**src/rtl/pwr_seq_pkg.sv**
```systemverilog
package pwr_seq_pkg;

    typedef enum logic [2:0] {
        S_INHIBIT,
        S_IDLE,
        S_WAIT_PON,
        S_ON,
        S_SHUTDOWN
    } sys_state_e;

    typedef enum logic [1:0] {
        R_OFF,
        R_DELAY,
        R_DISCH,
        R_ON
    } rail_state_e;

    // Microseconds to clock cycles, at least one cycle.
    function automatic int unsigned us_to_cyc(longint unsigned hz, longint unsigned us);
        longint unsigned c;
        c = (hz * us) / 64'd1000000;
        return (c == 0) ? 1 : int'(c);
    endfunction

endpackage

```
**src/rtl/pwr_seq_sys.sv**
```systemverilog
module pwr_seq_sys
    import pwr_seq_pkg::*;
#(
    parameter int unsigned INH_CYC = 16,
    parameter int unsigned WIN_CYC = 16
) (
    input  logic clk,
    input  logic rst_n,
    input  logic wake_req_i,
    input  logic pwr_on_i,
    output logic wake_o,
    output logic active_o
);
    localparam int unsigned MAXC = (INH_CYC > WIN_CYC) ? INH_CYC : WIN_CYC;
    localparam int unsigned CW   = $clog2(MAXC + 1);

    sys_state_e      state_q, state_d;
    logic [CW-1:0]   cnt_q;
    logic            win_end, sd_now;

    assign win_end = (cnt_q == CW'(WIN_CYC - 1));
    assign sd_now  = ((state_q == S_ON) && !pwr_on_i) ||
                     ((state_q == S_WAIT_PON) && !pwr_on_i && win_end);

    always_comb begin
        state_d = state_q;
        unique case (state_q)
            S_INHIBIT:  if (cnt_q == CW'(INH_CYC - 1)) state_d = S_IDLE;
            S_IDLE:     if (wake_req_i) state_d = S_WAIT_PON;
            S_WAIT_PON: if (pwr_on_i) state_d = S_ON;
                        else if (win_end) state_d = S_SHUTDOWN;
            S_ON:       if (!pwr_on_i) state_d = S_SHUTDOWN;
            S_SHUTDOWN: state_d = S_IDLE;
            default:    state_d = S_IDLE;
        endcase
    end

    always_ff @(posedge clk or negedge rst_n) begin
        if (!rst_n) begin
            state_q <= S_INHIBIT;
            cnt_q   <= '0;
        end else begin
            state_q <= state_d;
            if (state_d != state_q) cnt_q <= '0;
            else if (state_q == S_INHIBIT || state_q == S_WAIT_PON) cnt_q <= cnt_q + 1'b1;
        end
    end

    always_comb begin
        wake_o   = (state_q == S_WAIT_PON) || (state_q == S_ON);
        active_o = wake_o && !sd_now;
    end

    assert_wake_cause_R2: assert property (@(posedge clk) disable iff (!rst_n)
        $rose(wake_o) |-> $past(wake_req_i));
    assert_wake_hold_R2: assert property (@(posedge clk) disable iff (!rst_n)
        (state_q == S_ON && pwr_on_i) |=> wake_o);
    assert_window_R3: assert property (@(posedge clk) disable iff (!rst_n)
        (state_q == S_WAIT_PON && win_end && !pwr_on_i) |=> !wake_o);
    assert_inhibit_R1: assert property (@(posedge clk) disable iff (!rst_n)
        (state_q == S_INHIBIT) |=> (state_q != S_WAIT_PON));
endmodule

```
**src/rtl/pwr_seq_rail.sv**
```systemverilog
module pwr_seq_rail
    import pwr_seq_pkg::*;
#(
    parameter int unsigned EN_CYC = 8
) (
    input  logic clk,
    input  logic rst_n,
    input  logic req_i,
    input  logic active_i,
    input  logic keep_i,
    input  logic wait_dis_i,
    input  logic out_low_i,
    output logic rail_en_o,
    output logic disch_wait_o
);
    localparam int unsigned CW = $clog2(EN_CYC + 1);

    rail_state_e   state_q, state_d;
    logic [CW-1:0] cnt_q;
    logic          armed_q;

    always_comb begin
        state_d = state_q;
        unique case (state_q)
            R_OFF:   if (active_i && req_i && armed_q) state_d = R_DELAY;
            R_DELAY: if (!active_i || !req_i) state_d = R_OFF;
                     else if (cnt_q == CW'(EN_CYC - 1))
                         state_d = (wait_dis_i && !out_low_i) ? R_DISCH : R_ON;
            R_DISCH: if (!active_i || !req_i) state_d = R_OFF;
                     else if (out_low_i) state_d = R_ON;
            R_ON:    if (active_i ? !req_i : !keep_i) state_d = R_OFF;
            default: state_d = R_OFF;
        endcase
    end

    always_ff @(posedge clk or negedge rst_n) begin
        if (!rst_n) begin
            state_q <= R_OFF;
            cnt_q   <= '0;
            armed_q <= 1'b1;
        end else begin
            state_q <= state_d;
            cnt_q   <= (state_q == R_DELAY && state_d == R_DELAY) ? cnt_q + 1'b1 : '0;
            if (!req_i) armed_q <= 1'b1;
            else if (state_q == R_OFF && state_d == R_DELAY) armed_q <= 1'b0;
        end
    end

    always_comb begin
        rail_en_o    = (state_q == R_ON);
        disch_wait_o = (state_q == R_DISCH);
    end

    assert_start_needs_req_R5: assert property (@(posedge clk) disable iff (!rst_n)
        $rose(rail_en_o) |-> ($past(req_i) && $past(active_i)));
    assert_discharged_R7: assert property (@(posedge clk) disable iff (!rst_n)
        $rose(rail_en_o) |-> (!$past(wait_dis_i) || $past(out_low_i)));
    assert_shutdown_off_R9: assert property (@(posedge clk) disable iff (!rst_n)
        (rail_en_o && !active_i && !keep_i) |=> !rail_en_o);
    assert_req_drop_off_R10: assert property (@(posedge clk) disable iff (!rst_n)
        (rail_en_o && active_i && !req_i) |=> !rail_en_o);
endmodule

```
**src/rtl/pwr_seq_ctrl.sv**
```systemverilog
module pwr_seq_ctrl
    import pwr_seq_pkg::*;
#(
    parameter int unsigned N_RAILS     = 8,
    parameter int unsigned CLK_HZ      = 125_000_000,
    parameter int unsigned EN_DELAY_US = 200,
    parameter int unsigned PON_WIN_US  = 2000,
    parameter int unsigned INHIBIT_US  = 2000
) (
    input  logic               clk,
    input  logic               rst_n,
    input  logic               wake_req_i,
    input  logic               pwr_on_i,
    input  logic [N_RAILS-1:0] pin_en_i,
    input  logic [N_RAILS-1:0] out_low_i,
    input  logic               sw_mode_i,
    input  logic [N_RAILS-1:0] reg_en_i,
    input  logic [N_RAILS-1:0] wait_dis_i,
    input  logic [N_RAILS-1:0] keep_mask_i,
    output logic               wake_o,
    output logic [N_RAILS-1:0] rail_en_o,
    output logic [N_RAILS-1:0] disch_wait_o
);
    localparam int unsigned EN_CYC  = us_to_cyc(CLK_HZ, EN_DELAY_US);
    localparam int unsigned WIN_CYC = us_to_cyc(CLK_HZ, PON_WIN_US);
    localparam int unsigned INH_CYC = us_to_cyc(CLK_HZ, INHIBIT_US);

    logic               active_w;
    logic [N_RAILS-1:0] req_w;

    assign req_w = sw_mode_i ? reg_en_i : pin_en_i;

    pwr_seq_sys #(.INH_CYC(INH_CYC), .WIN_CYC(WIN_CYC)) u_sys (
        .clk(clk), .rst_n(rst_n), .wake_req_i(wake_req_i), .pwr_on_i(pwr_on_i),
        .wake_o(wake_o), .active_o(active_w)
    );

    for (genvar i = 0; i < N_RAILS; i++) begin : g_rail
        pwr_seq_rail #(.EN_CYC(EN_CYC)) u_rail (
            .clk(clk), .rst_n(rst_n), .req_i(req_w[i]), .active_i(active_w),
            .keep_i(keep_mask_i[i]), .wait_dis_i(wait_dis_i[i]),
            .out_low_i(out_low_i[i]), .rail_en_o(rail_en_o[i]),
            .disch_wait_o(disch_wait_o[i])
        );
    end
endmodule

```
**config.mk**
```make
export PLATFORM = sky130hd
export DESIGN_NAME = pwr_seq_ctrl
export DESIGN_NICKNAME = d
export VERILOG_FILES = /design/src/rtl/pwr_seq_pkg.sv /design/src/rtl/pwr_seq_sys.sv /design/src/rtl/pwr_seq_rail.sv /design/src/rtl/pwr_seq_ctrl.sv
export SDC_FILE = /design/constraint.sdc
export NUM_CORES = 1
export LEC_CHECK = 0
export BUFFER_PORTS_ARGS = -buffer_cell sky130_fd_sc_hd__buf_2
export CORE_ASPECT_RATIO = 1.75
export CORE_UTILIZATION = 40
export CTS_BUF_LIST = sky130_fd_sc_hd__clkbuf_4
export DETAILED_ROUTE_END_ITERATION = 7
export GPL_ROUTABILITY_DRIVEN = 0
export SETUP_SLACK_MARGIN = 0.02
export SLEW_MARGIN = 10
export SYNTH_ARGS = -nofsm -noshare
export SYNTH_HDL_FRONTEND = slang
export SYNTH_SLANG_ARGS = --single-unit
export TNS_END_PERCENT = 5
```
**constraint.sdc**
```tcl
create_clock -name clk -period 3.45 [get_ports clk]
set_input_delay 0.1725 -clock clk [delete_from_list [all_inputs] [get_ports clk]]
set_output_delay 0.1725 -clock clk [all_outputs]
set_load 0.1 [all_outputs]
```
==> results of run 1 <==
==> per-stage QoR <==
step / total power [mW] / util [%]
after floorplan: 2.66 / -
after global placement: 2.84 / 43.0
after detailed placement: 2.85 / 43.0
after CTS: 4.15 / 46.1
after global routing: 4.30 / 46.1
final: 4.07 / 46.1
==> state kept, by name, indices dropped and copies added, names as in the netlist <==
| name | count |
|---|---|
| g_rail.u_rail.cnt_q | 120 |
| u_sys.cnt_q | 18 |
| g_rail.u_rail.state_q | 16 |
| g_rail.u_rail.armed_q | 8 |
| u_sys.state_q | 3 |
==> power by group through the flow <==
stage	Sequential, mW	Clock [mW]	Combinational, mW
global route	2.19	1.36	0.754
CTS	2.17	1.29	0.688
floorplan	2.16	0	0.498
global placement	2.20	0	0.642
finish	2.17	1.23	0.674
detailed placement	2.20	0	0.647
==> synth_stat cells (5+ instances only) <==
master,count
a21oi_1,9
mux2_2,16
xnor2_1,58
nand4_1,34
and3_1,9
nand3_1,58
nand3b_1,9
o21ai_0,12
inv_1,21
nor3_1,20
o31ai_1,11
nor2b_1,14
or3_1,5
xor2_1,60
dfstp_2,8
ha_1,9
dfrtp_1,157
nor4_1,7
a2bb2oi_1,5
buf_2,5
and2_1,10
nand2_1,69
and4_1,7
nor4b_1,7
buf_4,18
nor2_1,186
==> area by class of cell <==
class	count	area, µm²
Antenna cell	1	2.50
Clock buffer	18	135
Clock inverter	14	175
Fill cell	2041	11200
Inverter	21	78.8
Multi-Input combinational cell	669	4070
Sequential cell	165	4140
Tap cell	252	315
Timing Repair Buffer	99	694
==> tightest hold or removal path, cell delays in order <==
cell,delay (ns)
buf_2,0.09
nand3b_1,0.09
o221ai_1,0.09
o21ai_0,0.14
==> kinds of logic (layout without fill, tap and decap cells) <==
family / after synthesis / in the layout / synth area share (%)
AND/OR/NAND/NOR: 469 / 469 / 27.7
flip-flops: 165 / 165 / 48.8
XOR/XNOR: 118 / 118 / 12.2
AO/OA/AOI/OAI: 53 / 53 / 4.12
buffers and inverters: 48 / 152 / 3.17
multiplexers: 20 / 20 / 2.60
adder cells (fa/ha/maj): 9 / 9 / 1.33
other: 0 / 1 / 0
==> per-layer routing <==
layer  vias to the layer above  wire length (µm)  global-route usage, %
met2                        85              9180                   31.8
met3                        17               434                   3.37
met1                      3045              7180                   19.0
met5                         -                 0                      0
li1                       3176                 -                      -
met4                         0               222                   5.68
==> final timing paths <==
check                                               startpoint                                     to  depth (start not counted)
max                        g_rail[7].u_rail.cnt_q[4]$_DFF_PN0_  g_rail[7].u_rail.state_q[0]$_DFF_PN0_                          7
min                                               out_low_i[5]  g_rail[5].u_rail.state_q[0]$_DFF_PN0_                          4
max reg2reg                g_rail[7].u_rail.cnt_q[4]$_DFF_PN0_  g_rail[7].u_rail.state_q[0]$_DFF_PN0_                          7
min reg2reg                g_rail[5].u_rail.cnt_q[0]$_DFF_PN0_    g_rail[5].u_rail.cnt_q[0]$_DFF_PN0_                          1
max in group asynchronous                                rst_n   g_rail[6].u_rail.armed_q$_DFFE_PN1P_                          3
min in group asynchronous                                rst_n   g_rail[7].u_rail.cnt_q[14]$_DFF_PN0_                          2
==> flow_summary.toml, run 1 <==
[synth]
syn-num-nets = 936
yosysTopAreaCell = "dfrtp_1"
syn_area_per_cell_um2 = 9.61
syn_area_mm2 = 0.00847
postSynthCellCount = 882
ys_ff_latch = 165
netlist_top_cells_area = "dfrtp_1 (46%), nor2_1 (8.2%), xor2_1 (6.2%), xnor2_1 (6.0%), nand3_1 (3.4%)"
ys_warn_count = 0
synth-edff-count = 0
synth_async_sr_flop_share_pct = 100
seq_area_frac_synth_pct = 48.8
synth_flop_cell = "dfrtp_1"
synth.distinct_cells = 56
synth_top_cell_area_share_pct = 46.4

[route]
routed_wl_um = 17000
wl_per_cell_um = 13.7
postRouteAntennaNets = 0
drcViolationCount = 10
vias_per_cell = 5.10
vias = 6323
dr.first_iter.drc_count = 218
dr.pass1.iters = 8

[cells_and_area]
final_cell_mix = "nor2_1 (186), dfrtp_1 (157), nand2_1 (69), xor2_1 (60), buf_2 (60)"
stdcell_area_mm2 = 0.00961
stdcell_count = 1239
final_nets = 1027
final_common_cell = "nor2_1"
final_layout_size_suffix_gt1_share_pct = 13.9
areaGrowthSynthToFinish_pct = 13.4

[worst_setup_path]
required_ns = 3.91
cpPeakStageDelay_ns = 0.60
cp-end-kind = "flip-flop"
critPathLaunchType = "flip-flop"
critical_path.cell_chain = "or4b_1 -> nor4_2 -> nand3b_1 -> dlygate4sd3_1 -> o21ai_1 -> dlygate4sd3_1 -> o21ai_1"
r2r_slack_ns = 0.46
crit_family = "buffers and inverters"
worstPathArrival_ns = 3.46
crit_slowest_cell = "dlygate4sd3_1"
critPathKind = "flip-flop to flip-flop"
critical_path_buf_inv_count = 2
critical_path_peak_fanout = 4

[global_route]
grt-ovfl-total = 0
antenna_found_initial = 1
first_global_vias = 6585
grtUsageTotal_pct = 17.0
grt_pass1_wl_um = 30000
grt_max_degree = 82

[power_and_ir_drop]
power_frac_comb_pct = 16.6
clkPwrFrac_pct = 30.2
peakVddDrop_v = 0.000572
switchingPower_mw = 1.24
pwr-share-seq_pct = 53.3
swShare_pct = 30.5
p_int_mw = 2.83
leakagePower_nw = 3.83
powerDensity_mw_per_mm2 = 423

[floorplan]
start_util_pct = 40.7
die_w_um = 112
dieHeight_um = 195
core-area_mm2 = 0.0208
io_pins = 62
die_area_mm2 = 0.0218
fp-row-count = 70

[timing]
setup_viol = 0
worstMarginPinSlew_ns = 0.730
slew_headroom_pct = 51.4
hold_violations = 0
setup_ws_ns = 0.456
timing.final.crit_share_pct = 86.8
fmax_ghz = 0.334
rsz0062_at_grt = "no"
holdWs_ns = 0.0586
period_minus_slack_ns = 2.99
finalMaxSlewViolations = 0
fin_skew_ns = 0.0292
timing.setup.tns_ns = 0

[clocking]
clk_path_buf_depth = 2
cts-root-buf = "clkbuf_4"
clock_sinks = 165
cts_hold_buffers = 34
htreeDepth = 4
cts_tree = "yes"
cts_resized = 0
post_cts_buffers = 0
path_clk_slew_ns = 0.15
worst_skew_pair.late_latency_ns = 0.57
cts_buffers = 17

[placement]
port_buffers = 61
place_inst = 1172
place_area_mm2 = 0.00896
place_ws_ns = 1.11
hpwl_um = 11900

[outcome]
failed_checks = "DRC"
status = "complete, but fails checks"

[hold_path]
min_path_type = "input pin to flip-flop"

[run]
maxCapViolCount = 0
No activity file was read; power rests on OpenSTA's default activity.
==> inputs of run 2 (changes only) <==
Settings changed: CORE_UTILIZATION 40 to 65, GPL_TIMING_DRIVEN from default to 0, PLACE_DENSITY from default to 0.85, RECOVER_POWER from default to 25.
==> run 2 against run 1 <==
Compared with the run above: non-clock buffer count rose by 19; hold slack worse by 0.024 ns; combinational power grew 12%; the run ends with capacitance limit, slew limit left; clock skew shrank 0.0071 ns; final cell count fell by 5.2%; design area hardly changed; setup slack better by 0.33 ns; clock-buffer cell count fell by 1; routed wire length is 0.26% lower.
==> flow_summary.toml, run 2 (synthesis gave the netlist of run 1 again) <==
[outcome]
status = "complete, but fails checks"
failed_checks = "capacitance limit, slew limit"

[power_and_ir_drop]
p_int_mw = 2.73
leakagePower_nw = 3.92
peakVddDrop_v = 0.000559
switchingPower_mw = 1.31
clkPwrFrac_pct = 28.0
pwr-share-seq_pct = 53.3
finalPower_mw = 4.04
swShare_pct = 32.5
power_frac_comb_pct = 18.6
powerDensity_mw_per_mm2 = 421

[worst_setup_path]
startpoint = "u_sys.cnt_q[10]$_DFFE_PN0P_"
worstPathArrival_ns = 3.15
crit_slowest_cell = "dlygate4sd3_1"
cp-endpoint = "g_rail[3].u_rail.state_q[0]$_DFF_PN0_"
r2r_start = "u_sys.cnt_q[10]$_DFFE_PN0P_"
crit_family = "buffers and inverters"
cpPeakStageDelay_ns = 0.57
critical_path.cell_chain = "nor4b_2 -> nand4_1 -> o21ai_1 -> buf_2 -> nand3_1 -> o31ai_1 -> dlygate4sd3_1"
critPathLaunchType = "flip-flop"
critPathKind = "flip-flop to flip-flop"
critical_path_peak_fanout = 10
worstReg2RegEnd = "g_rail[3].u_rail.state_q[0]$_DFF_PN0_"
critical_path_buf_inv_count = 2
required_ns = 3.94
r2r_cells = 7
r2r_slack_ns = 0.79
cp-end-kind = "flip-flop"
cp.depth = 7

[timing]
hold_violations = 0
fin_skew_ns = 0.0221
worstMarginPinSlew_ns = 1.66
setup_viol = 0
rsz0062_at_grt = "no"
slew_headroom_pct = -10.7
timing.final.crit_share_pct = 77.2
finalMaxSlewViolations = 67
period_minus_slack_ns = 2.66
fmax_ghz = 0.376

[clocking]
cts_buffers = 17
clk_path_buf_depth = 2
path_clk_slew_ns = 0.15
post_cts_buffers = 0
htreeDepth = 4
clock_sinks = 165
cts-root-buf = "clkbuf_4"
worst_skew_pair.late_latency_ns = 0.55
cts_tree = "yes"

[cells_and_area]
final_nets = 1046
final_layout_size_suffix_gt1_share_pct = 15.6
largest_reg_flops = 120
final_common_cell = "nor2_1"
stdcell_area_mm2 = 0.00961
stdcell_count = 1174
areaGrowthSynthToFinish_pct = 13.3
multi_input_area_mm2 = 0.00407
nFillCells = 923
final_cell_mix = "nor2_1 (186), dfrtp_1 (157), nand2_1 (69), buf_2 (64), xor2_1 (60)"
top_register = "g_rail.u_rail.cnt_q"
reg_top3 = "g_rail.u_rail.cnt_q: 120 flops, u_sys.cnt_q: 18 flops, g_rail.u_rail.state_q: 16 flops"
seq_area_mm2 = 0.00414

[run]
maxCapViolCount = 1

[hold_path]
min_path_type = "input pin to flip-flop"

[floorplan]
die_w_um = 88.3
start_util_pct = 67.4
dieHeight_um = 153
fp-row-count = 54
core-area_mm2 = 0.0126
io_pins = 62
die_area_mm2 = 0.0135

[placement]
port_buffers = 60
place_area_mm2 = 0.00902
hpwl_um = 11900
place_inst = 1111

[global_route]
grt-ovfl-total = 0
grt_pass1_wl_um = 29600
antenna_found_initial = 1
grt_max_degree = 100
first_global_vias = 6857
grtUsageTotal_pct = 27.8

[route]
dr.pass1.iters = 5
postRouteAntennaNets = 0
routed_wl_um = 17000
wl_per_cell_um = 14.5
dr.first_iter.drc_count = 372
drcViolationCount = 0
vias = 6668
vias_per_cell = 5.68
[run 2: cell count changes in the layout (fill, tap and decap cells not counted), moves of 2 or more]
| cell | delta |
|---|---|
| inv_6 | +3 |
| buf_2 | +4 |
| bufinv_16 | -2 |
| clkinv_2 | -3 |
| clkbuf_1 | +2 |
| buf_4 | +15 |
| dlygate4sd3_1 | -4 |
[run 2: metal layers]
layer | GRT usage [%] | part of all wire (%) | vias to the layer above
met2 | 50.1 | 54 | 148
met3 | 4.75 | 3.1 | 36
met1 | 32.1 | 41 | 3248
li1 | - | - | 3236
met4 | 10.5 | 2.3 | 0
met5 | 0 | 0 | -
[run 2: how the worst min path moves through the flow]
stage / slack (ns) / to / startpoint / cells after the start
2_1_floorplan: -0.12 / g_rail[0].u_rail.cnt_q[0]$_DFF_PN0_ / rst_n / 0
3_3_place_gp: 0.43 / g_rail[3].u_rail.state_q[1]$_DFF_PN0_ / keep_mask_i[3] / 3
3_5_place_dp: 0.16 / g_rail[6].u_rail.cnt_q[9]$_DFF_PN0_ / rst_n / 1
4_1_cts: 0.007 / g_rail[0].u_rail.state_q[0]$_DFF_PN0_ / wait_dis_i[0] / 3
5_1_grt: 0.03 / g_rail[2].u_rail.state_q[0]$_DFF_PN0_ / wait_dis_i[2] / 3
6_report: 0.03 / g_rail[0].u_rail.state_q[0]$_DFF_PN0_ / wait_dis_i[0] / 3
[run 2: final cells by class]
cell class / count / area share (%)
Inverter: 21 / 0.821
Clock buffer: 17 / 1.33
Multi-Input combinational cell: 669 / 42.3
Buffer: 27 / 1.98
Timing Repair Buffer: 91 / 6.54
Antenna cell: 1 / 0.0261
Tap cell: 168 / 2.19
Sequential cell: 165 / 43.1
Clock inverter: 15 / 1.69
[run 2: repair_timing]
item,CTS,global route
hold buffers,30,0
gates resized for setup,0,0
hold endpoints to repair,93,0
[run 2: tightest hold or removal path, stage by stage]
cell and delay, ns:
buf_2 0.07, nor4b_1 0.22, o31ai_1 0.10
[run 2: power groups by stage]
stage / sequential (mW) / clock (mW) / combinational [mW]
2_1_floorplan: 2.16 / 0 / 0.498
3_3_place_gp: 2.19 / 0 / 0.699
3_5_place_dp: 2.19 / 0 / 0.717
4_1_cts: 2.15 / 1.16 / 0.757
5_1_grt: 2.17 / 1.24 / 0.824
6_report: 2.16 / 1.13 / 0.754
[run 2: stage by stage]
stage | hold WS (ns) | worst slack, ns | TNS (ns) | util [%]
after global placement | 0.430 | -0.219 | -32.41 | 71.5
final | 0.0344 | 0.788 | 0 | 76.4
after global routing | 0.0301 | 0.605 | 0 | 76.4
after CTS | 0.00685 | 0.814 | 0 | 76.5
after floorplan | -0.123 | 1.23 | 0 | -
after detailed placement | 0.156 | 1.38 | 0 | 71.8
==> inputs of run 3 (changes only) <==
Settings changed: CORE_UTILIZATION 65 to 57, PLACE_DENSITY 0.85 to 0.79.
Clock period 3.45 ns to 2.2 ns, I/O delays scaled along.
==> run 3 against run 2 <==
Compared with the run above: sequential share of layout area is 0.36 points lower; the flow now finishes without violations; routed wire length is 1.5% higher; non-clock buffer count is 5 higher; flip-flop and latch count stayed put.
==> flow_summary.toml, run 3 (synthesis gave the netlist of run 1 again) <==
[cells_and_area]
top_register = "g_rail.u_rail.cnt_q"
final_nets = 1051
seq_area_mm2 = 0.00414
final_cell_mix = "nor2_1 (186), dfrtp_1 (157), nand2_1 (69), buf_2 (64), xor2_1 (60)"
reg_top3 = "g_rail.u_rail.cnt_q: 120 flops, u_sys.cnt_q: 18 flops, g_rail.u_rail.state_q: 16 flops"
final_layout_size_suffix_gt1_share_pct = 15.5
fin_util_pct = 67.1
final_common_cell = "nor2_1"
nFillCells = 1193
largest_reg_flops = 120
multi_input_area_mm2 = 0.00408
areaGrowthSynthToFinish_pct = 14.3

[worst_setup_path]
critical_path_peak_fanout = 10
worstPathArrival_ns = 2.45
r2r_start = "u_sys.cnt_q[11]$_DFFE_PN0P_"
r2r_cells = 7
required_ns = 2.62
critPathLaunchType = "flip-flop"
crit_slowest_cell = "dfrtp_1"
r2r_slack_ns = 0.16
critical_path.cell_chain = "nor4b_2 -> nand4_1 -> o21a_1 -> buf_6 -> nand4_2 -> buf_4 -> nor2_1"
critPathKind = "flip-flop to flip-flop"
worstReg2RegEnd = "g_rail[5].u_rail.cnt_q[11]$_DFF_PN0_"
cpPeakStageDelay_ns = 0.47
cp-end-kind = "flip-flop"

[clocking]
htreeDepth = 4
clock_sinks = 165
clk_path_buf_depth = 2
worst_skew_pair.late_latency_ns = 0.53
cts-root-buf = "clkbuf_4"
path_clk_slew_ns = 0.15
cts_buffers = 17
cts_tree = "yes"

[route]
drcViolationCount = 0
vias = 6550
dr.pass1.iters = 4
postRouteAntennaNets = 0
dr.first_iter.drc_count = 333
routed_wl_um = 17200
vias_per_cell = 5.50
wl_per_cell_um = 14.5

[global_route]
grt_max_degree = 111
grt-ovfl-total = 0
grt_pass1_wl_um = 29800
antenna_found_initial = 1
first_global_vias = 6799
grtUsageTotal_pct = 24.2

[timing]
worstMarginPinSlew_ns = 1.41
rsz0062_at_grt = "yes"
timing.final.crit_share_pct = 92.6
finalMaxSlewViolations = 0
hold_violations = 0
period_minus_slack_ns = 2.04
slew_headroom_pct = 6.22
fin_skew_ns = 0.0276
holdWs_ns = 0.0429
setup_viol = 0
fmax_ghz = 0.491

[hold_path]
worst_hold_path.endpoint = "g_rail[0].u_rail.state_q[0]$_DFF_PN0_"
min_path_type = "input pin to flip-flop"
worstHoldStart = "out_low_i[0]"
whs_path_depth = 4

[floorplan]
dieHeight_um = 163
core-area_mm2 = 0.0144
start_util_pct = 58.7
fp-row-count = 58
die_w_um = 94.2
die_area_mm2 = 0.0154
io_pins = 62

[power_and_ir_drop]
leakagePower_nw = 3.94
peakVddDrop_v = 0.000672
powerDensity_mw_per_mm2 = 662
finalPower_mw = 6.41

[placement]
hpwl_um = 11800
port_buffers = 60

[run]
maxCapViolCount = 0

[outcome]
status = "complete, no violations"
## run 3: cell count changes in the layout (fill, tap and decap cells not counted), moves of 2 or more
cell / change
dlygate4sd3_1: +4
inv_6: -4
clkinv_1: +3
bufinv_16: +2
clkinv_2: +2
clkinv_4: -2
inv_8: -2
## run 3: final cells by class
| type | count | share of cell area (%) |
|---|---|---|
| Sequential cell | 165 | 42.7 |
| Antenna cell | 1 | 0.0258 |
| Clock inverter | 14 | 1.65 |
| Inverter | 21 | 0.814 |
| Clock buffer | 18 | 1.39 |
| Buffer | 27 | 1.96 |
| Multi-Input combinational cell | 669 | 42.1 |
| Timing Repair Buffer | 96 | 6.97 |
| Tap cell | 180 | 2.32 |
## run 3: how the worst max path moves through the flow
| stage | start | endpoint | slack [ns] | cells past startpoint |
|---|---|---|---|---|
| 3_5_place_dp | u_sys.cnt_q[11]$_DFFE_PN0P_ | g_rail[2].u_rail.state_q[0]$_DFF_PN0_ | 0.08 | 6 |
| 2_1_floorplan | u_sys.state_q[2]$_DFF_PN0_ | g_rail[3].u_rail.cnt_q[7]$_DFF_PN0_ | 0.27 | 7 |
| 6_report | u_sys.cnt_q[11]$_DFFE_PN0P_ | g_rail[5].u_rail.cnt_q[11]$_DFF_PN0_ | 0.16 | 7 |
| 3_3_place_gp | rst_n | g_rail[0].u_rail.cnt_q[14]$_DFF_PN0_ | -1.50 | 1 |
| 4_1_cts | u_sys.cnt_q[10]$_DFFE_PN0P_ | g_rail[6].u_rail.state_q[1]$_DFF_PN0_ | 0.04 | 6 |
| 5_1_grt | u_sys.cnt_q[0]$_DFFE_PN0P_ | g_rail[1].u_rail.cnt_q[5]$_DFF_PN0_ | 0.02 | 7 |
## run 3: critical path: cells and delay by family, from the launching register on
kind / cells / cell delay [ns]
AND/OR/NAND/NOR: 4 / 0.83
flip-flops: 1 / 0.47
buffers and inverters: 2 / 0.36
AO/OA/AOI/OAI: 1 / 0.27
## run 3: timing repair
action | in CTS | in global routing
hold buffers | 34 | 0
endpoints found under the setup margin | 0 | 53
buffers inserted | 0 | 1
resized for setup | 0 | 2
hold endpoints to repair | 169 | 0
## run 3: stage by stage
| step | instances | worst slack (ns) | cell area [µm²] | TNS [ns] |
|---|---|---|---|---|
| finish | 1191 | 0.162 | 9690 | 0 |
| global route | 1191 | 0.0159 | 9690 | 0 |
| CTS | 1189 | 0.0441 | 9670 | 0 |
| detailed placement | 1123 | 0.0799 | 9040 | 0 |
| global placement | 1122 | -1.50 | 9000 | -236.58 |
| floorplan | 882 | 0.269 | 8480 | 0 |
## run 3: layer usage
layer	wire [µm]	vias to the layer above	track usage, %
met5	0	-	0
met4	253	0	7.69
met3	488	18	3.17
met2	9280	121	45.2
met1	7210	3170	28.1
li1	-	3241	-
## run 3: power breakdown
part	internal, mW	total (mW)	leakage [nW]	switching [mW]
combinational	0.449	1.20	1.52	0.748
clock	0.795	1.84	0.151	1.04
sequential	3.22	3.38	2.27	0.162
total	4.46	6.41	3.94	1.95
